## config.mk

```make
export PLATFORM = sky130hd
export DESIGN_NAME = mmuart_core
export DESIGN_NICKNAME = d
export VERILOG_FILES = /design/src/rtl/mmuart_pkg.sv /design/src/rtl/mmuart_prescale.sv /design/src/rtl/mmuart_tx.sv /design/src/rtl/mmuart_rx.sv /design/src/rtl/mmuart_core.sv
export SDC_FILE = /design/constraint.sdc
export NUM_CORES = 1
export LEC_CHECK = 0
export BUFFER_PORTS_ARGS = -buffer_cell sky130_fd_sc_hd__buf_2
export CAP_MARGIN = 20
export CORE_MARGIN = 1.5
export CORE_UTILIZATION = 56
export CTS_BUF_LIST = sky130_fd_sc_hd__clkbuf_8
export DETAILED_ROUTE_END_ITERATION = 12
export GPL_TIMING_DRIVEN = 0
export PLACE_DENSITY = 0.74
export SYNTH_ARGS = -nofsm -noshare
export SYNTH_HDL_FRONTEND = slang
export SYNTH_HIERARCHICAL = 1
export SYNTH_SLANG_ARGS = --single-unit
```

## constraint.sdc

```tcl
create_clock -name clk -period 4.1 [get_ports clk]
set_input_delay 0.615 -clock clk [delete_from_list [all_inputs] [get_ports clk]]
set_output_delay 0.615 -clock clk [all_outputs]
set_load 0.1 [all_outputs]
```

## src/rtl/mmuart_pkg.sv

```systemverilog
package mmuart_pkg;
  localparam int DIV_W  = 16;
  localparam int DATA_W = 8;
  localparam int SC_W   = 8;
  localparam int TPB_W  = SC_W + 1;

  localparam logic [2:0] A_DATA   = 3'd0;
  localparam logic [2:0] A_DIVHI  = 3'd1;
  localparam logic [2:0] A_MODE   = 3'd2;
  localparam logic [2:0] A_LINE   = 3'd3;
  localparam logic [2:0] A_SCOUNT = 3'd4;
  localparam logic [2:0] A_STATUS = 3'd5;
  localparam logic [2:0] A_SPOINT = 3'd6;

  typedef enum logic [1:0] {RX_IDLE, RX_START, RX_DATA, RX_STOP} rx_state_t;
endpackage

```

## src/rtl/mmuart_prescale.sv

```systemverilog
module mmuart_prescale #(
  parameter int DIV_W = 16
) (
  input  logic             clk,
  input  logic             rst_n,
  input  logic [DIV_W-1:0] div_i,
  output logic             tick_o
);
  logic [DIV_W-1:0] cnt_q, cnt_d, div_eff;

  always_comb begin
    div_eff = (div_i == '0) ? DIV_W'(1) : div_i;
    tick_o  = (cnt_q >= div_eff - DIV_W'(1));
    cnt_d   = tick_o ? '0 : cnt_q + DIV_W'(1);
  end

  always_ff @(posedge clk or negedge rst_n)
    if (!rst_n) cnt_q <= '0;
    else        cnt_q <= cnt_d;

  // divisor 0 or 1 ticks on every clock
  p_div_unit_r3: assert property (@(posedge clk) disable iff (!rst_n)
    (div_i <= DIV_W'(1)) |-> tick_o);
  // larger divisor never ticks on consecutive clocks
  p_tick_gap_r1: assert property (@(posedge clk) disable iff (!rst_n)
    (tick_o && div_i > DIV_W'(1)) |=> (!tick_o || div_i != $past(div_i)));
endmodule

```

## src/rtl/mmuart_tx.sv

```systemverilog
module mmuart_tx #(
  parameter int DATA_W = 8,
  parameter int TPB_W  = 9
) (
  input  logic              clk,
  input  logic              rst_n,
  input  logic              tick_i,
  input  logic [TPB_W-1:0]  tpb_i,
  input  logic              load_i,
  input  logic [DATA_W-1:0] data_i,
  output logic              txd_o,
  output logic              busy_o
);
  localparam int FR_W = DATA_W + 2;
  localparam int NB_W = $clog2(FR_W + 1);

  logic [FR_W-1:0]  sh_q, sh_d;
  logic [NB_W-1:0]  nbit_q, nbit_d;
  logic [TPB_W-1:0] tcnt_q, tcnt_d;
  logic             busy_q, busy_d;

  always_comb begin
    sh_d   = sh_q;
    nbit_d = nbit_q;
    tcnt_d = tcnt_q;
    busy_d = busy_q;
    if (!busy_q) begin
      if (load_i) begin
        sh_d   = {1'b1, data_i, 1'b0};
        nbit_d = '0;
        tcnt_d = '0;
        busy_d = 1'b1;
      end
    end else if (tick_i) begin
      if (tcnt_q >= tpb_i - TPB_W'(1)) begin
        tcnt_d = '0;
        if (nbit_q == NB_W'(FR_W - 1)) begin
          busy_d = 1'b0;
        end else begin
          nbit_d = nbit_q + NB_W'(1);
          sh_d   = {1'b1, sh_q[FR_W-1:1]};
        end
      end else begin
        tcnt_d = tcnt_q + TPB_W'(1);
      end
    end
  end

  always_ff @(posedge clk or negedge rst_n)
    if (!rst_n) begin
      sh_q   <= '1;
      nbit_q <= '0;
      tcnt_q <= '0;
      busy_q <= 1'b0;
    end else begin
      sh_q   <= sh_d;
      nbit_q <= nbit_d;
      tcnt_q <= tcnt_d;
      busy_q <= busy_d;
    end

  assign txd_o  = busy_q ? sh_q[0] : 1'b1;
  assign busy_o = busy_q;

  // a frame opens with a low start bit
  p_start_low_r5: assert property (@(posedge clk) disable iff (!rst_n)
    $rose(busy_q) |-> !txd_o);
  // during a frame the line only moves on a tick
  p_line_on_tick_r5: assert property (@(posedge clk) disable iff (!rst_n)
    (busy_q && !tick_i) |=> $stable(txd_o));
  // a write made while busy leaves the frame untouched
  p_busy_write_r6: assert property (@(posedge clk) disable iff (!rst_n)
    (busy_q && load_i && !tick_i) |=> $stable(sh_q));
endmodule

```

## src/rtl/mmuart_rx.sv

```systemverilog
module mmuart_rx
  import mmuart_pkg::*;
#(
  parameter int DATA_W = 8,
  parameter int SC_W   = 8,
  parameter int TPB_W  = SC_W + 1
) (
  input  logic              clk,
  input  logic              rst_n,
  input  logic              tick_i,
  input  logic [TPB_W-1:0]  tpb_i,
  input  logic [SC_W-1:0]   spt_i,
  input  logic              rxd_i,
  input  logic              clr_i,
  output logic [DATA_W-1:0] data_o,
  output logic              ready_o
);
  localparam int NB_W = $clog2(DATA_W);

  rx_state_t         st_q, st_d;
  logic [2:0]        sync_q;
  logic [TPB_W-1:0]  tcnt_q, tcnt_d, sp_eff;
  logic [NB_W-1:0]   nbit_q, nbit_d;
  logic [DATA_W-1:0] sh_q, sh_d, data_q, data_d;
  logic              rdy_q, rdy_d;
  logic              line, fall, smp, last, done;

  always_comb begin
    line   = sync_q[1];
    fall   = sync_q[2] & ~sync_q[1];
    sp_eff = ({1'b0, spt_i} >= tpb_i) ? tpb_i - TPB_W'(1) : {1'b0, spt_i};
    smp    = tick_i && (tcnt_q == sp_eff);
    last   = tcnt_q >= tpb_i - TPB_W'(1);
    done   = 1'b0;
    st_d   = st_q;
    tcnt_d = tcnt_q;
    nbit_d = nbit_q;
    sh_d   = sh_q;
    data_d = data_q;
    if (st_q == RX_IDLE) begin
      if (fall) begin
        st_d   = RX_START;
        tcnt_d = '0;
        nbit_d = '0;
      end
    end else if (tick_i) begin
      tcnt_d = last ? '0 : tcnt_q + TPB_W'(1);
      if (smp && st_q == RX_DATA) sh_d = {line, sh_q[DATA_W-1:1]};
      case (st_q)
        RX_START:
          if (smp && line)  st_d = RX_IDLE;
          else if (last)    st_d = RX_DATA;
        RX_DATA:
          if (last) begin
            if (nbit_q == NB_W'(DATA_W - 1)) st_d = RX_STOP;
            else nbit_d = nbit_q + NB_W'(1);
          end
        RX_STOP:
          if (smp) begin
            st_d   = RX_IDLE;
            data_d = sh_q;
            done   = 1'b1;
          end
        default: st_d = RX_IDLE;
      endcase
    end
    rdy_d = done | (rdy_q & ~clr_i);
  end

  always_ff @(posedge clk or negedge rst_n)
    if (!rst_n) begin
      st_q   <= RX_IDLE;
      sync_q <= '1;
      tcnt_q <= '0;
      nbit_q <= '0;
      sh_q   <= '0;
      data_q <= '0;
      rdy_q  <= 1'b0;
    end else begin
      st_q   <= st_d;
      sync_q <= {sync_q[1:0], rxd_i};
      tcnt_q <= tcnt_d;
      nbit_q <= nbit_d;
      sh_q   <= sh_d;
      data_q <= data_d;
      rdy_q  <= rdy_d;
    end

  assign data_o  = data_q;
  assign ready_o = rdy_q;

  // start bit found high at its sample tick drops the frame
  p_false_start_r7: assert property (@(posedge clk) disable iff (!rst_n)
    (st_q == RX_START && smp && line) |=> (st_q == RX_IDLE && $stable(data_q)));
  // a data read clears ready unless a byte lands in the same cycle
  p_ready_clear_r8: assert property (@(posedge clk) disable iff (!rst_n)
    (clr_i && !done) |=> !ready_o);
endmodule

```

## src/rtl/mmuart_core.sv

```systemverilog
module mmuart_core
  import mmuart_pkg::*;
(
  input  logic       clk,
  input  logic       rst_n,
  input  logic [2:0] addr_i,
  input  logic       wr_i,
  input  logic       rd_i,
  input  logic [7:0] wdata_i,
  output logic [7:0] rdata_o,
  input  logic       rxd_i,
  output logic       txd_o
);
  logic [7:0]       line_q, line_d;
  logic [DIV_W-1:0] div_q, div_d;
  logic [1:0]       mode_q, mode_d;
  logic [SC_W-1:0]  scnt_q, scnt_d, spt_q, spt_d;
  logic [TPB_W-1:0] tpb;
  logic             dlab, tx_load, rx_clr, tick, tx_busy, rx_rdy;
  logic [DATA_W-1:0] rx_byte;

  assign dlab = line_q[7];

  always_comb begin
    case (mode_q)
      2'd2:    tpb = TPB_W'(4);
      2'd3:    tpb = {1'b0, scnt_q} + TPB_W'(1);
      default: tpb = TPB_W'(16);
    endcase
  end

  always_comb begin
    line_d  = line_q;
    div_d   = div_q;
    mode_d  = mode_q;
    scnt_d  = scnt_q;
    spt_d   = spt_q;
    tx_load = 1'b0;
    if (wr_i) begin
      case (addr_i)
        A_DATA:   if (dlab) div_d[7:0] = wdata_i; else tx_load = 1'b1;
        A_DIVHI:  if (dlab) div_d[DIV_W-1:8] = wdata_i;
        A_MODE:   mode_d = wdata_i[1:0];
        A_LINE:   line_d = wdata_i;
        A_SCOUNT: scnt_d = wdata_i;
        A_SPOINT: spt_d  = wdata_i;
        default:  ;
      endcase
    end
    rx_clr = rd_i && (addr_i == A_DATA) && !dlab;
  end

  always_comb begin
    case (addr_i)
      A_DATA:   rdata_o = dlab ? div_q[7:0] : rx_byte;
      A_DIVHI:  rdata_o = dlab ? div_q[DIV_W-1:8] : 8'h00;
      A_MODE:   rdata_o = {6'b0, mode_q};
      A_LINE:   rdata_o = line_q;
      A_SCOUNT: rdata_o = scnt_q;
      A_STATUS: rdata_o = {1'b0, ~tx_busy, ~tx_busy, 4'b0, rx_rdy};
      A_SPOINT: rdata_o = spt_q;
      default:  rdata_o = 8'h00;
    endcase
  end

  always_ff @(posedge clk or negedge rst_n)
    if (!rst_n) begin
      line_q <= 8'h00;
      div_q  <= DIV_W'(1);
      mode_q <= 2'd0;
      scnt_q <= SC_W'(15);
      spt_q  <= SC_W'(7);
    end else begin
      line_q <= line_d;
      div_q  <= div_d;
      mode_q <= mode_d;
      scnt_q <= scnt_d;
      spt_q  <= spt_d;
    end

  mmuart_prescale #(.DIV_W(DIV_W)) u_pre (
    .clk(clk), .rst_n(rst_n), .div_i(div_q), .tick_o(tick));

  mmuart_tx #(.DATA_W(DATA_W), .TPB_W(TPB_W)) u_tx (
    .clk(clk), .rst_n(rst_n), .tick_i(tick), .tpb_i(tpb), .load_i(tx_load),
    .data_i(wdata_i), .txd_o(txd_o), .busy_o(tx_busy));

  mmuart_rx #(.DATA_W(DATA_W), .SC_W(SC_W), .TPB_W(TPB_W)) u_rx (
    .clk(clk), .rst_n(rst_n), .tick_i(tick), .tpb_i(tpb), .spt_i(spt_q),
    .rxd_i(rxd_i), .clr_i(rx_clr), .data_o(rx_byte), .ready_o(rx_rdy));

  // status shows both transmit bits clear for the whole frame
  p_status_busy_r6: assert property (@(posedge clk) disable iff (!rst_n)
    (addr_i == A_STATUS && tx_busy) |-> (rdata_o[6:5] == 2'b00));
  // divisor high byte is hidden while the access bit is clear
  p_divhi_hidden_r1: assert property (@(posedge clk) disable iff (!rst_n)
    (addr_i == A_DIVHI && !line_q[7]) |-> (rdata_o == 8'h00));
endmodule

```

==> run_results.csv, run 1 <==
group,metric,value,unit
yosys,synth-seq-area-share,37.9,%
global_routing,grt_max_degree,61,
detailed_routing,vias_per_cell,6.24,
worst_setup_path,path_cells,"or4_4 > nor2_4 > a41oi_2 > ha_2 > nand2b_4 > nor3_4 > xnor2_1 > ha_1 > nand4_1 > nor2_1 > o2111ai_2 > o211ai_4 > buf_12 > a21oi_4 > a21o_1 > a211oi_2 > o2111a_1 > a31oi_4 > o32ai_2",
clock_tree,cts_tree,"built",
yosys,synth.net_count,836,
detailed_routing,route.vias.total,6396,
yosys,synth_top_flop_cell,"dfrtp_1",
cells_and_area,final_area,9200,µm²
detailed_routing,drc,0,
global_routing,first_global_vias,6253,
floorplan,die_area,14400,µm²
sta,max_slew_margin,50.5,%
yosys,synth.distinct_cells,80,
sta,max_freq,0.234,GHz
sta,period_needed,4.27,ns
yosys,yosys_warnings,6,
sta,finalClockSkew,0.0123,ns
clock_tree,cts-root-buf,"clkbuf_8",
status,status,"complete, but fails checks",
detailed_routing,ant_nets,0,
clock_tree,cts.path.max_buffers,2,
yosys,ys_top_cells_by_count,"dfrtp_1, ha_1, nor2_1",
sta,period_share,104,%
clock_tree,clock_latency,0.45,ns
sta,grt_setup_unrepaired,"yes",
floorplan,core,13300,µm²
cells_and_area,fin_nets,911,
placed_design,port_buffers,23,
clock_tree,cts_sinks,115,
global_routing,antenna_found_initial,0,
placed_design,hpwl,13.3,mm
worst_setup_path,cp_data_required_time,4.45,ns
yosys,synthArstFlopShare,100,%
yosys,synth_most_common_cell,"dfrtp_1",
worst_setup_path,cp-end-kind,"register",
placed_design,globalplace.congestion,0.900,
detailed_routing,routed_wl,19.7,mm
cells_and_area,layout-drive-gt1-share,31.8,%
yosys,synth-seq-cells,115,
floorplan,dieHeight,120,µm
global_routing,grt_usage,28.5,%
worst_setup_path,rr_startpoint,"div_q[12]$_DFFE_PN0P_",
global_routing,grt_first_pass_wirelength,32.1,mm
clock_tree,cts.htree.levels,4,
flow_run,maxCapViolations,0,
power_and_ir_drop,peakVddDrop,0.359,mV
clock_tree,postCtsHoldBufs,0,
power_and_ir_drop,p_leak,4.12,nW
global_routing,gr-total-overflow,0,
sta,hold_violations,0,
yosys,syn-cell-area,7660,µm²
cells_and_area,num_antenna_cells,0,
worst_setup_path,critPathSlowestCell,"or4_4",
yosys,syn_avg_cell_area,10.1,µm²
worst_setup_path,cpPeakStageDelay,0.55,ns
clock_tree,path_clk_slew,0.07,ns
cells_and_area,syn_to_final_growth,20.1,%
floorplan,start_util,57.6,%
status,violations,"setup timing",
worst_setup_path,crit_path_max_fanout,5,
sta,worst_slack,-0.170,ns
clock_tree,cts_buffers,17,
worst_setup_path,reg2reg_slack,-0.17,ns
sta,final_max_slew_viol_count,0,
sta,setup_viol,33,
floorplan,fp.dieW,120,µm
floorplan,rows,42,
sta,tns,-3.17,ns
worst_setup_path,worstRegToRegCells,19,
power_and_ir_drop,power.density,555,nW/µm²
floorplan,io_pins,25,
yosys,yosysTopAreaCell,"dfrtp_1",
detailed_routing,routedWlPerCell,19.3,µm
worst_setup_path,critPathLaunchType,"register",
detailed_routing,first_iter_violations,546,
worst_hold_path,worstHoldPathType,"input port to asynchronous set/reset pin",
yosys,yosys-top-cells-area,"dfrtp_1, ha_1, dfstp_2, mux2_2, xnor2_1",
worst_setup_path,crit_arrival,4.62,ns
detailed_routing,drt_first_pass_iters,5,
worst_setup_path,crit_type,"register to register",
yosys,synth_top_area_share,31.0,%
worst_setup_path,r2r_end,"u_rx/st_q[1]$_DFFE_PN0P_",
sta,worst_slew_pin_slew,0.743,ns
yosys,synth_cells,761,
yosys,synth_edf_count,0,
placed_design,placed_cell_area,8120,µm²
per-layer routing:
| metal | wire length (µm) | GRT usage (%) | up-vias | part of all wire [%] |
|---|---|---|---|---|
| li1 | - | - | 2918 | - |
| met1 | 8560 | 38.3 | 3210 | 43 |
| met2 | 9620 | 45.8 | 230 | 49 |
| met3 | 1180 | 5.94 | 38 | 6.0 |
| met4 | 366 | 9.97 | 0 | 1.9 |
| met5 | 0 | 0 | - | 0 |
registers in the layout, indices dropped and copies added (netlist names):
| signal | count |
|---|---|
| u_rx/sync_q | 3 |
| u_rx/st_q | 2 |
| u_rx/tcnt_q | 9 |
| mode_q | 2 |
| u_rx/ready_o | 1 |
| u_rx/sh_q | 8 |
| scnt_q | 8 |
| div_q | 16 |
| u_pre/cnt_q | 16 |
| u_rx/data_o | 8 |
| u_rx/nbit_q | 3 |
| u_tx/nbit_q | 4 |
| u_tx/sh_q | 9 |
| u_tx/busy_o | 1 |
| spt_q | 8 |
| line_q | 8 |
| u_tx/tcnt_q | 9 |
metrics by stage:
step	util (%)	worst slack (ns)	cells	total power, mW	hold slack (ns)
final	69.2	-0.170	1025	5.11	0.232
after global routing	69.2	-0.330	1025	5.46	0.232
after CTS	66.1	-0.131	1009	4.89	0.240
after detailed placement	61.1	-0.576	961	3.67	0.350
after global placement	60.9	-0.525	960	3.55	0.345
after floorplan	-	0.00224	761	3.20	0.319
power breakdown:
group          internal, mW  total [mW]  switching [mW]
logic                  1.01        2.28            1.27
registers              1.42        1.74           0.323
clock network         0.639        1.09           0.453
total                  3.07        5.11            2.04
worst max-delay path: cells and delay by family, from the launching register on:
kind / cells / cell delay (ns)
flops: 1 / 0.41
buf+inv: 1 / 0.16
fa+ha+maj: 2 / 0.54
compound gates: 9 / 1.65
simple gates: 6 / 1.29
xor+xnor: 1 / 0.12
timing repair:
| item | CTS | global route |
|---|---|---|
| setup endpoints to repair | 53 | 53 |
| gates cloned | 0 | 2 |
| resized for setup | 25 | 90 |
| pin swaps | 21 | 19 |
| setup buffers | 17 | 15 |
logic make-up after synthesis:
| kind of cell | after synthesis | synth area share (%) |
|---|---|---|
| and+or+nand+nor | 245 | 18.0 |
| AOI/OAI and AO/OA | 136 | 11.8 |
| DFF | 115 | 37.9 |
| muxes | 85 | 12.5 |
| buffers and inverters | 63 | 3.53 |
| adders and majority gates | 59 | 9.64 |
| xor gates and xnor gates | 58 | 6.63 |
worst max path at each step:
stage,from,endpoint,slack (ns),depth (start not counted)
2_1_floorplan,div_q[14]$_DFFE_PN0P_,u_rx/sh_q[0]$_DFFE_PN0P_,0.002,17
3_3_place_gp,div_q[12]$_DFFE_PN0P_,u_rx/sh_q[5]$_DFFE_PN0P_,-0.53,18
3_5_place_dp,scnt_q[0]$_DFFE_PN1P_,u_rx/data_o[2]$_DFFE_PN0P_,-0.58,15
4_1_cts,div_q[12]$_DFFE_PN0P_,u_rx/sh_q[5]$_DFFE_PN0P_,-0.13,18
5_1_grt,div_q[12]$_DFFE_PN0P_,u_rx/st_q[1]$_DFFE_PN0P_,-0.33,19
6_report,div_q[12]$_DFFE_PN0P_,u_rx/st_q[1]$_DFFE_PN0P_,-0.17,19
cells in the final DEF (no fill, tap or decap), drive strengths merged, types with 6 or more instances in the layout:
cell,count
dfstp,20
nand2,46
nor4,9
mux2,62
xor2,21
o21ai,35
a21oi,28
xnor2,37
and3,16
clkbuf,22
o22ai,9
nor2,58
dfrtp,95
buf,76
mux2i,23
ha,59
inv,44
nor3,16
or3,13
nand3b,7
nand2b,9
a21o,7
nand4,7
nor2b,6
nand3,32
nor3b,6
final cells by class:
| cell class | count | area [µm²] |
|---|---|---|
| well taps | 176 | 220 |
| clock buffers | 20 | 275 |
| repair buffers | 57 | 419 |
| flip-flops and latches | 115 | 2910 |
| multi-input cells | 583 | 4940 |
| clock inverters | 12 | 139 |
| plain buffers | 21 | 153 |
| inverters | 41 | 154 |
| fillers | 990 | 4090 |
No activity file was read; power rests on OpenSTA's default activity.
==> run 2: changes to the inputs <==
--- a/config.mk
+++ b/config.mk
@@ -7,7 +7,6 @@
 export LEC_CHECK = 0
 export BUFFER_PORTS_ARGS = -buffer_cell sky130_fd_sc_hd__buf_2
 export CAP_MARGIN = 20
-export CORE_MARGIN = 1.5
 export CORE_UTILIZATION = 56
 export CTS_BUF_LIST = sky130_fd_sc_hd__clkbuf_8
 export DETAILED_ROUTE_END_ITERATION = 12
==> run_results.csv, run 2 (synthesized netlist as in run 1, its figures left out) <==
group,metric,value,unit
worst_setup_path,cp-end-kind,"register",
status,violations,"setup timing",
detailed_routing,ant_nets,0,
placed_design,hpwl,13.1,mm
global_routing,grt_max_degree,60,
clock_tree,cts.path.max_buffers,2,
status,status,"complete, but fails checks",
cells_and_area,fin_nets,904,
global_routing,gr-total-overflow,0,
cells_and_area,num_antenna_cells,0,
worst_setup_path,rr_startpoint,"div_q[12]$_DFFE_PN0P_",
global_routing,first_global_vias,6128,
worst_setup_path,critPathLaunchType,"register",
power_and_ir_drop,p_leak,4.04,nW
sta,hold_violations,0,
clock_tree,cts_tree,"built",
clock_tree,path_clk_slew,0.07,ns
worst_setup_path,r2r_end,"u_rx/st_q[0]$_DFFE_PN0P_",
worst_setup_path,endpoint,"u_rx/st_q[0]$_DFFE_PN0P_",
global_routing,grt_first_pass_wirelength,31.1,mm
worst_setup_path,cp_data_required_time,4.44,ns
sta,max_freq,0.239,GHz
global_routing,antenna_found_initial,0,
worst_setup_path,startpoint,"div_q[12]$_DFFE_PN0P_",
detailed_routing,route.vias.total,6189,
detailed_routing,first_iter_violations,469,
floorplan,dieHeight,119,µm
global_routing,grt_usage,28.2,%
detailed_routing,vias_per_cell,6.08,
sta,worst_slack,-0.0885,ns
cells_and_area,syn_to_final_growth,16.9,%
clock_tree,cts_sinks,115,
clock_tree,postCtsHoldBufs,0,
sta,final_max_slew_viol_count,0,
power_and_ir_drop,power.density,556,nW/µm²
worst_setup_path,reg2reg_slack,-0.09,ns
detailed_routing,drt_first_pass_iters,5,
detailed_routing,routedWlPerCell,18.4,µm
sta,worst_slew_pin_slew,0.818,ns
worst_setup_path,worstRegToRegCells,21,
worst_hold_path,worstHoldPathType,"input port to asynchronous set/reset pin",
clock_tree,cts_buffers,17,
detailed_routing,routed_wl,18.7,mm
cells_and_area,fill_cells,1019,
sta,period_needed,4.19,ns
placed_design,dp.cells,961,
cells_and_area,layout-drive-gt1-share,28.1,%
worst_setup_path,crit_type,"register to register",
detailed_routing,drc,0,
power_and_ir_drop,peakVddDrop,0.370,mV
cells_and_area,mostFrequentLayoutCell,"dfrtp_1",
placed_design,globalplace.congestion,0.896,
sta,period_share,102,%
floorplan,core,13300,µm²
sta,setup_viol,20,
flow_run,maxCapViolations,0,
floorplan,die_area,14200,µm²
sta,max_slew_margin,45.0,%
sta,finalClockSkew,0.0111,ns
placed_design,preCtsSetupSlack,-0.595,ns
worst_setup_path,crit_arrival,4.53,ns
clock_tree,cts.htree.levels,4,
cells_and_area,fin_cells,1018,
clock_tree,clock_latency,0.45,ns
floorplan,io_pins,25,
clock_tree,cts-root-buf,"clkbuf_8",
sta,grt_setup_unrepaired,"yes",
cells_and_area,most-common-layout-cells,"dfrtp_1, ha_1, nor2_1, mux2_2, nand2_1",
floorplan,start_util,57.6,%
cells_and_area,top_regs,"div_q (16), u_pre/cnt_q (16)",
floorplan,fp.dieW,119,µm
placed_design,port_buffers,23,
worst_setup_path,crit_path_max_fanout,4,
floorplan,rows,42,
[run 2: worst min-delay path by stage]
| stage | startpoint | to | depth (start not counted) |
|---|---|---|---|
| finish | rst_n | u_pre/cnt_q[12]$_DFF_PN0_ | 1 |
| global route | rxd_i | u_rx/sync_q[0]$_DFF_PN1_ | 1 |
| CTS | rst_n | u_pre/cnt_q[12]$_DFF_PN0_ | 1 |
| detailed placement | u_rx/sync_q[0]$_DFF_PN1_ | u_rx/sync_q[1]$_DFF_PN1_ | 0 |
| global placement | u_rx/sync_q[0]$_DFF_PN1_ | u_rx/sync_q[1]$_DFF_PN1_ | 0 |
| floorplan | rst_n | div_q[10]$_DFFE_PN0P_ | 0 |
[run 2: stage by stage]
step / hold WS (ns) / setup TNS (ns) / instance area, µm² / total power [mW] / util (%)
4_1_cts: 0.240 / -0.460 / 8820 / 4.90 / 66.3
6_report: 0.219 / -0.897 / 8950 / 4.98 / 67.3
3_5_place_dp: 0.347 / -20.25 / 8120 / 3.66 / 61.1
2_1_floorplan: 0.319 / 0 / 7760 / 3.20 / -
3_3_place_gp: 0.345 / -16.84 / 8090 / 3.55 / 60.9
5_1_grt: 0.227 / -6.07 / 8950 / 5.31 / 67.3
[run 2: final cells by class]
cell class / instances / area [µm²] / share of cell area (%)
Timing Repair Buffer: 50 / 340 / 3.80
Multi-Input combinational cell: 583 / 4790 / 53.5
Clock buffer: 19 / 262 / 2.92
Sequential cell: 115 / 2900 / 32.4
Clock inverter: 13 / 143 / 1.59
Buffer: 21 / 136 / 1.52
Tap cell: 176 / 220 / 2.46
Inverter: 41 / 154 / 1.72
[run 2: where the power goes]
part | switching [mW] | internal, mW
Sequential | 0.299 | 1.41
Clock | 0.461 | 0.621
Combinational | 1.21 | 0.968
Total | 1.97 | 3.00
[run 2: timing repair]
action | 4_1_cts | 5_1_grt
hold endpoints to repair | 0 | 0
setup endpoints to repair | 53 | 52
resized for setup | 30 | 26
pin swaps | 22 | 11
buffers inserted | 18 | 8
[run 2: layer usage]
layer	track usage (%)	wire, µm
met5	0	0
met2	43.9	8720
met1	38.4	8650
met3	7.23	1050
met4	9.10	284
[run 2: critical path: stages (launching register included)]
cell	delay, ns
dfrtp_2	0.41
or4_4	0.55
nor2_4	0.14
a41oi_2	0.15
ha_2	0.23
nand2b_4	0.10
nor3_1	0.06
xnor2_1	0.15
ha_1	0.29
nand4_1	0.19
buf_4	0.15
nor2_2	0.05
a2111oi_4	0.34
o211ai_4	0.14
buf_12	0.17
a21oi_4	0.13
a21o_1	0.16
a31o_4	0.13
a211oi_2	0.05
a31oi_1	0.18
o21ai_2	0.11
o22a_1	0.20
==> run 3: changes to the inputs <==
--- a/config.mk
+++ b/config.mk
@@ -7,11 +7,11 @@
 export LEC_CHECK = 0
 export BUFFER_PORTS_ARGS = -buffer_cell sky130_fd_sc_hd__buf_2
 export CAP_MARGIN = 20
-export CORE_UTILIZATION = 56
+export CORE_UTILIZATION = 30
 export CTS_BUF_LIST = sky130_fd_sc_hd__clkbuf_8
 export DETAILED_ROUTE_END_ITERATION = 12
-export GPL_TIMING_DRIVEN = 0
-export PLACE_DENSITY = 0.74
+export GPL_TIMING_DRIVEN = 1
+export PLACE_DENSITY = 0.44
 export SYNTH_ARGS = -nofsm -noshare
 export SYNTH_HDL_FRONTEND = slang
 export SYNTH_HIERARCHICAL = 1
==> run_results.csv, run 3 (synthesized netlist as in run 1, its figures left out) <==
group,metric,value,unit
sta,period_needed,4.03,ns
cells_and_area,fin_nets,927,
clock_tree,clock_latency,0.44,ns
placed_design,globalplace.congestion,0.781,
worst_setup_path,critPathLaunchType,"register",
sta,hold_violations,0,
cells_and_area,most-common-layout-cells,"dfrtp_1, buf_4, ha_1, nor2_1, mux2_2",
power_and_ir_drop,clkPwrFrac,20.8,%
worst_setup_path,crit_arrival,4.39,ns
floorplan,start_util,30.5,%
global_routing,gr-max-usage-layer,"met1",
power_and_ir_drop,combPwrFrac,45.6,%
detailed_routing,drt_first_pass_iters,6,
power_and_ir_drop,p_leak,4.13,nW
global_routing,grt_usage,16.4,%
sta,max_slew_margin,46.8,%
global_routing,grt_first_pass_wirelength,33.2,mm
global_routing,antenna_found_initial,0,
sta,finalClockSkew,0.0199,ns
sta,setup_viol,0,
placed_design,hpwl,15.0,mm
floorplan,die_area,26200,µm²
power_and_ir_drop,power.density,544,nW/µm²
cells_and_area,mostFrequentLayoutCell,"dfrtp_1",
detailed_routing,vias_per_cell,4.97,
global_routing,use_met3,2.83,%
cells_and_area,layout-drive-gt1-share,30.9,%
cells_and_area,syn_to_final_growth,21.4,%
sta,worst_slew_pin_slew,0.797,ns
global_routing,grt_max_degree,59,
cells_and_area,fill_cells,2535,
power_and_ir_drop,switchingPower,2.03,mW
power_and_ir_drop,peakVddDrop,0.275,mV
global_routing,grtUsageMet1,24.5,%
clock_tree,cts_tree,"built",
power_and_ir_drop,p_int,3.03,mW
global_routing,gr-total-overflow,0,
placed_design,preCtsSetupSlack,-0.130,ns
sta,final_max_slew_viol_count,0,
cells_and_area,top_regs,"div_q (16), u_pre/cnt_q (16)",
detailed_routing,routed_wl,20.1,mm
flow_run,maxCapViolations,0,
sta,max_freq,0.248,GHz
cells_and_area,multi_input_area,4770,µm²
clock_tree,cts-root-buf,"clkbuf_8",
status,status,"completed",
floorplan,io_pins,25,
worst_setup_path,cp-end-kind,"register",
cells_and_area,num_antenna_cells,0,
power_and_ir_drop,seqPwrFrac,33.6,%
worst_setup_path,crit_path_max_fanout,4,
floorplan,fp.dieW,162,µm
global_routing,met2_usage,23.9,%
floorplan,dieHeight,162,µm
sta,period_share,98.2,%
detailed_routing,routedWlPerCell,16.8,µm
sta,worst_slack,0.0748,ns
global_routing,first_global_vias,5935,
cells_and_area,regArea,2910,µm²
clock_tree,cts.path.max_buffers,2,
detailed_routing,first_iter_violations,340,
floorplan,core,25100,µm²
worst_setup_path,crit_type,"register to register",
sta,grt_setup_unrepaired,"yes",
worst_setup_path,reg2reg_slack,0.07,ns
worst_hold_path,worstHoldPathType,"input port to asynchronous set/reset pin",
power_and_ir_drop,power,5.06,mW
sta,tns,0,ns
detailed_routing,route.vias.total,5937,
clock_tree,path_clk_slew,0.09,ns
clock_tree,postCtsHoldBufs,0,
power_and_ir_drop,sw_frac_of_total,40.1,%
worst_setup_path,cp_data_required_time,4.47,ns
detailed_routing,drc,0,
cells_and_area,final_core_util,37.0,%
floorplan,rows,58,
placed_design,port_buffers,24,
clock_tree,cts_sinks,115,
detailed_routing,ant_nets,0,
clock_tree,cts.htree.levels,4,
clock_tree,cts_buffers,17,
[run 3: metal layers]
metal / share of wire [%] / up-vias
met2: 43 / 80
met1: 52 / 2898
met5: 0 / -
met3: 3.8 / 11
li1: - / 2948
met4: 1.1 / 0
[run 3: final timing paths]
check	from	to	cells past startpoint
worst min-delay path	rst_n	u_pre/cnt_q[7]$_DFF_PN0_	1
min in group clk	rxd_i	u_rx/sync_q[0]$_DFF_PN1_	1
worst min register to register	u_rx/sync_q[0]$_DFF_PN1_	u_rx/sync_q[1]$_DFF_PN1_	0
worst max register to register	div_q[11]$_DFFE_PN0P_	u_tx/tcnt_q[5]$_DFFE_PN0P_	18
worst max-delay path	div_q[11]$_DFFE_PN0P_	u_tx/tcnt_q[5]$_DFFE_PN0P_	18
max in group asynchronous	rst_n	u_tx/sh_q[3]$_DFFE_PN1P_	2
[run 3: through the flow]
step | cells | hold WS, ns | instance area, µm²
global placement | 1149 | 0.347 | 8610
global route | 1195 | 0.230 | 9300
finish | 1195 | 0.258 | 9300
floorplan | 761 | 0.319 | 7760
CTS | 1189 | 0.232 | 9120
detailed placement | 1149 | 0.352 | 8610
[run 3: area by class of cell]
class	instances	share of cell area, %
clock buffer	18	2.66
clock inverter	14	1.52
inverter	41	1.65
multi-input combinational	583	51.3
sequential	115	31.2
tap	330	4.44
timing repair buffer	94	7.24
[run 3: repair_timing]
item	CTS	global route
gates resized for setup	12	30
buffers inserted	8	6
pin swaps	14	10
endpoints found under the setup margin	29	44
cloned	0	0
[run 3: power groups by stage]
stage,clock (mW),combinational (mW),sequential [mW]
3_3_place_gp,0,2.17,1.71
4_1_cts,1.09,2.27,1.69
6_report,1.05,2.31,1.70
5_1_grt,1.14,2.60,1.74
2_1_floorplan,0,1.58,1.62
3_5_place_dp,0,2.19,1.71
[run 3: worst max-delay path, cell delays in order (launching register included)]
cell and delay, ns:
dfrtp_1 0.38, or4_4 0.56, nor2_4 0.11, a41oi_2 0.14, ha_2 0.22, nand2b_4 0.09
buf_4 0.12, nor3_2 0.04, xnor2_1 0.12, ha_1 0.29, nand4_1 0.13, or3_4 0.42
o211ai_4 0.12, buf_4 0.19, a21oi_1 0.08, buf_4 0.17, or3_4 0.34, or3_1 0.35
o21ai_0 0.08
